===== src/rtl/cpwm_pkg.sv =====
package cpwm_pkg;
  localparam int unsigned CPWM_CW = 16;
  localparam int unsigned CPWM_FW = 5;
endpackage


===== src/rtl/cpwm_counter.sv =====
module cpwm_counter #(
  parameter int unsigned CW = 16
) (
  input  logic          clk,
  input  logic          rst,
  input  logic [CW-1:0] init_val,
  input  logic [CW-1:0] mod_val,
  output logic [CW-1:0] cnt,
  output logic          down,
  output logic          at_top
);
  logic at_bot;

  assign at_top = !down && (cnt >= mod_val);
  assign at_bot = down && (cnt <= init_val);

  always_ff @(posedge clk) begin
    if (rst) begin
      cnt  <= init_val;
      down <= 1'b0;
    end else if (at_top) begin
      down <= 1'b1;
      cnt  <= (cnt > init_val) ? cnt - 1'b1 : cnt;
    end else if (at_bot) begin
      down <= 1'b0;
      cnt  <= (cnt < mod_val) ? cnt + 1'b1 : cnt;
    end else if (down) begin
      cnt <= cnt - 1'b1;
    end else begin
      cnt <= cnt + 1'b1;
    end
  end

  AST_TOP_TURNS: assert property (@(posedge clk) disable iff (rst)
    (!down && cnt == mod_val && mod_val > init_val) |=> down);
  AST_BOT_TURNS: assert property (@(posedge clk) disable iff (rst)
    (down && cnt == init_val && mod_val > init_val) |=> !down);
endmodule


===== src/rtl/cpwm_frac_acc.sv =====
module cpwm_frac_acc #(
  parameter int unsigned FW = 5
) (
  input  logic          clk,
  input  logic          rst,
  input  logic          step,
  input  logic [FW-1:0] frac,
  output logic          dither
);
  logic [FW-1:0] acc;
  logic [FW:0]   sum;

  assign sum = {1'b0, acc} + {1'b0, frac};

  always_ff @(posedge clk) begin
    if (rst) begin
      acc    <= '0;
      dither <= 1'b0;
    end else if (step) begin
      acc    <= sum[FW-1:0];
      dither <= sum[FW];
    end
  end

  AST_HOLD_IN_PERIOD: assert property (@(posedge clk) disable iff (rst)
    !step |=> ($stable(acc) && $stable(dither)));
  AST_NO_OVERFLOW: assert property (@(posedge clk) disable iff (rst)
    (step && frac == '0) |=> !dither);
endmodule


===== src/rtl/cpwm_edge.sv =====
module cpwm_edge #(
  parameter int unsigned CW = 16
) (
  input  logic          clk,
  input  logic          rst,
  input  logic [CW-1:0] cnt,
  input  logic          down,
  input  logic          at_top,
  input  logic          dither,
  input  logic [CW-1:0] init_val,
  input  logic [CW-1:0] cmp_val,
  input  logic          pol_high,
  output logic          pwm_o
);
  localparam int unsigned EW = CW + 1;

  logic [EW-1:0] level;
  logic [EW-1:0] cnt_x;
  logic          falling_side;
  logic          active;

  assign level        = {1'b0, cmp_val} + EW'(dither);
  assign cnt_x        = {1'b0, cnt};
  assign falling_side = down || at_top;
  assign active       = (level > {1'b0, init_val}) &&
                        (falling_side ? (cnt_x <= level) : (cnt_x < level));

  always_ff @(posedge clk) begin
    if (rst) pwm_o <= !pol_high;
    else     pwm_o <= pol_high ? active : !active;
  end

  AST_IDLE_WHEN_LOW_CMP: assert property (@(posedge clk) disable iff (rst)
    (cmp_val <= init_val && !dither) |=> (pwm_o == !$past(pol_high)));
  AST_FULL_WHEN_HIGH_CMP: assert property (@(posedge clk) disable iff (rst)
    (cmp_val >= cnt && cmp_val > init_val && (down || at_top)) |=> (pwm_o == $past(pol_high)));
endmodule


===== src/rtl/cpwm_dither.sv =====
module cpwm_dither
  import cpwm_pkg::*;
#(
  parameter int unsigned CW = CPWM_CW,
  parameter int unsigned FW = CPWM_FW
) (
  input  logic          clk,
  input  logic          rst,
  input  logic [CW-1:0] init_val,
  input  logic [CW-1:0] mod_val,
  input  logic [CW-1:0] cmp_val,
  input  logic [FW-1:0] frac_val,
  input  logic          pol_high,
  output logic [CW-1:0] cnt_o,
  output logic          cnt_down,
  output logic          pwm_o
);
  logic at_top;
  logic dither;

  cpwm_counter #(.CW(CW)) u_cnt (
    .clk(clk), .rst(rst), .init_val(init_val), .mod_val(mod_val),
    .cnt(cnt_o), .down(cnt_down), .at_top(at_top)
  );

  cpwm_frac_acc #(.FW(FW)) u_acc (
    .clk(clk), .rst(rst), .step(at_top), .frac(frac_val), .dither(dither)
  );

  cpwm_edge #(.CW(CW)) u_edge (
    .clk(clk), .rst(rst), .cnt(cnt_o), .down(cnt_down), .at_top(at_top),
    .dither(dither), .init_val(init_val), .cmp_val(cmp_val),
    .pol_high(pol_high), .pwm_o(pwm_o)
  );

  AST_RESET_STATE: assert property (@(posedge clk)
    rst |=> (!cnt_down && pwm_o == !$past(pol_high)));
endmodule


===== config.mk =====
export PLATFORM = sky130hd
export DESIGN_NAME = cpwm_dither
export DESIGN_NICKNAME = d
export VERILOG_FILES = /design/src/rtl/cpwm_pkg.sv /design/src/rtl/cpwm_counter.sv /design/src/rtl/cpwm_frac_acc.sv /design/src/rtl/cpwm_edge.sv /design/src/rtl/cpwm_dither.sv
export SDC_FILE = /design/constraint.sdc
export NUM_CORES = 1
export LEC_CHECK = 0
export CORE_ASPECT_RATIO = 1.25
export CORE_MARGIN = 2
export CORE_UTILIZATION = 58
export CTS_CLUSTER_SIZE = 20
export DETAILED_ROUTE_END_ITERATION = 8
export PLACE_DENSITY_LB_ADDON = 0.15
export SLEW_MARGIN = 20
export SYNTH_ARGS = -nofsm -noshare
export SYNTH_HDL_FRONTEND = slang
export SYNTH_SLANG_ARGS = --single-unit

===== constraint.sdc =====
create_clock -name clk -period 8.6 [get_ports clk]
set_input_delay 0.86 -clock clk [delete_from_list [all_inputs] [get_ports clk]]
set_output_delay 0.86 -clock clk [all_outputs]
set_load 0.005 [all_outputs]

==> results.toml <==
[synthesis]
ys_async_sr_fraction_pct = 0
synth_seq_area_share_pct = 17.5
postSynthCellCount = 471
synth-seq-cells = 24
synth-main-ff-cell = "edfxtp_1"
yosysWarnings = 0
ys_types = 57
synth_edf_count = 16
syn_avg_cell_area_um2 = 7.79
syn-cell-area_um2 = 3670
netlist.area_leader.share_pct = 24.6
synth_fp_nets = 600
yosysTopAreaCell = "ha_1"
synth_area_leaders = "ha_1 (25%), edfxtp_1 (13%), inv_1 (6.0%), nand2_1 (4.5%), dfxtp_1 (4.4%)"

[place]
numPortBuffers = 73
dpl.hpwl_um = 8050
place.gp.congestion = 0.870
placed_area_um2 = 4470

[critical_path]
start_kind = "input port"
crit_path_max_fanout = 4
cp-end-kind = "register"
path_depth = 15
crit_buf_inv = 1
crit_top_cell = "nand3_1"
critical_path_class = "in2reg"
cp_top_family = "simple AND/OR/NAND/NOR gates"
slowest_stage = "or4_1"
cp.required_ns = 8.81
crit_chain = "clkdlybuf4s50_1, ha_1, nand3_1, nor2_1, nand3_1, nor3_1, xor2_1, ha_1, nand3_1, or4_1, or3_1, nor3b_1, a2111oi_0, o21ai_0, xor2_1"
reg2reg_depth = 14
arrival_ns = 4.27
slowest_delay_ns = 0.47

[hold_path]
hp-class = "reg2reg"
hold_path_depth = 2

[floorplanning]
die_x_um = 75.1
fp-row-count = 32
die_h_um = 92.9
ios = 74
fp.coreArea_um2 = 6130
start_util_pct = 59.9
die-area_um2 = 6980

[pwr]
pwr-share-clk_pct = 12.7
switching_share_pct = 43.8
p_per_area_nw_per_um2 = 180
power_frac_comb_pct = 56.8
totalPowerFinal_uw = 816
intPower_uw = 459
seq_power_share_pct = 30.5
switching_power_uw = 358
max-vdd-ir-drop_mv = 0.217
power.leakage_uw = 0.00205

[clock_tree]
insertion_delay_ns = 0.28
root_buffer = "clkbuf_8"
cts_buffers = 3
cts_sinks = 24
cts_resized = 0
cts_max_level = 1
ctsHoldBuffers = 0
post_cts_buffers = 0
clockBufferDepth = 2
cts_tree = "built"
path_clk_slew_ns = 0.10

[global_routing]
grt_use_total_pct = 30.3
grt_overflow = 0
grt_pass1_vias = 3781
antenna_found_initial = 0
grt_pass1_wl_um = 17100
grt_start_max_net_pins = 23

[sta]
fin_crit_ns = 4.06
finalCritPeriodShare_pct = 47.2
setup_viol_count_final = 0
clock-skew-final_ns = 0.00691
clock.fmax_ghz = 0.246
maxSlewHeadroom_pct = 51.1
rsz0062_at_grt = "false"
finalMaxSlewViolations = 0
worst_slew_pin_slew_ns = 0.732
fin_tns_setup_ns = 0
finalHoldViolations = 0

[cells_and_area]
area_delta_synth_final_pct = 24.0
diodes = 0
postLayoutCellArea_um2 = 4550
nets = 670
drive_gt1_share_pct = 2.59
n_fill_cell = 499

[job]
cap_violations = 0

[detailed_routing]
first_pass_iters = 5
drc = 0
wl_um = 9880
num_vias = 3863
drt_iter0_markers = 239
ant_nets = 0
detail_route.wl_per_cell_um = 15.8
routed_via_density = 6.18

[run_status]
status = "completed"
cells by family (layout without fill, tap and decap cells):
family | Yosys count | in the layout | synth area share (%)
mux | 2 | 2 | 0.614
fa+ha+maj | 74 | 74 | 25.4
simple gates | 174 | 174 | 24.7
flops | 24 | 24 | 17.5
compound gates | 105 | 105 | 19.1
xor+xnor | 22 | 22 | 5.25
buf+inv | 70 | 139 | 7.47
through the flow:
| stage | util (%) | hold WS (ns) | instances | setup WS, ns |
|---|---|---|---|---|
| finish | 74.2 | 0.473 | 625 | 4.54 |
| global placement | 73.0 | 0.443 | 621 | 4.44 |
| global route | 74.2 | 0.492 | 625 | 4.30 |
| floorplan | - | 0.436 | 471 | 5.16 |
| detailed placement | 73.0 | 0.457 | 621 | 4.32 |
| CTS | 74.2 | 0.472 | 625 | 4.60 |
worst min-delay path: cells and delay by family (launching register included):
family,cells,cell delay (ns)
DFF,1,0.33
and+or+nand+nor,1,0.05
AOI/OAI and AO/OA,1,0.05
routing by layer:
metal | track usage [%] | share of wire (%)
met1 | 37.9 | 42
met2 | 54.4 | 51
met4 | 6.85 | 2.1
met3 | 3.37 | 5.1
met5 | 0 | 0
final timing paths:
| kind | from | to | slack [ns] |
|---|---|---|---|
| max | cmp_val[0] | u_edge.pwm_o | 4.54 |
| min | u_acc.acc[3] | u_acc.acc[3] | 0.47 |
| max reg2reg | u_acc.dither | u_edge.pwm_o | 5.18 |
| min reg2reg | u_acc.acc[3] | u_acc.acc[3] | 0.47 |
registers in the layout, summed over array words and instances, names as in the netlist:
register and flops:
u_acc.acc 5, u_cnt.down 1, u_acc.dither 1, u_cnt.cnt 16, u_edge.pwm_o 1
final cells by class:
cell class              count  area (um2)  share of cell area, %
multi-input cells         377        2750                   60.6
repair buffers             76         753                   16.6
well taps                  85         106                   2.34
clock buffers               3        41.3                  0.908
inverters                  59         221                   4.87
flip-flops and latches     24         641                   14.1
clock inverters             1        30.0                  0.661
synthesized netlist by cell type (8+ instances only):
cell type / n
a21oi_1: 29
o31ai_1: 10
dfxtp_1: 8
nand4_1: 13
nand3_1: 25
ha_1: 72
nor3_1: 20
edfxtp_1: 16
o21a_1: 8
a21o_1: 8
nand2_1: 44
nor2_1: 26
xor2_1: 8
inv_1: 59
o21ai_0: 16
xnor2_1: 14
placed cells by master, fill, tap and decap left out, types with 3 or more instances in the layout:
cell type / synthesis / routed
clkdlybuf4s50_1: 0 / 73
ha_1: 72 / 72
inv_1: 59 / 59
nand2_1: 44 / 44
a21oi_1: 29 / 29
nor2_1: 26 / 26
nand3_1: 25 / 25
nor3_1: 20 / 20
edfxtp_1: 16 / 16
o21ai_0: 16 / 15
xnor2_1: 14 / 14
nand4_1: 13 / 13
o31ai_1: 10 / 10
xor2_1: 8 / 8
a21o_1: 8 / 8
o21a_1: 8 / 8
dfxtp_1: 8 / 8
nor2b_1: 6 / 6
a211oi_1: 6 / 6
and4_1: 5 / 5
nor4_1: 5 / 5
and3_1: 5 / 5
or4_1: 5 / 5
o211ai_1: 4 / 4
or3_1: 4 / 4
o21bai_1: 3 / 3
a21boi_0: 3 / 3
nor3b_1: 3 / 3
clkbuf_8: 0 / 3
buf_4: 0 / 3
power by group through the flow:
stage / clock network [uW] / logic (uW) / registers [uW]
final: 104 / 464 / 249
after global routing: 106 / 526 / 257
after CTS: 103 / 461 / 247
after detailed placement: 0 / 457 / 249
after global placement: 0 / 436 / 248
after floorplan: 0 / 303 / 221
Note: power is estimated with default switching activity, not from simulation.
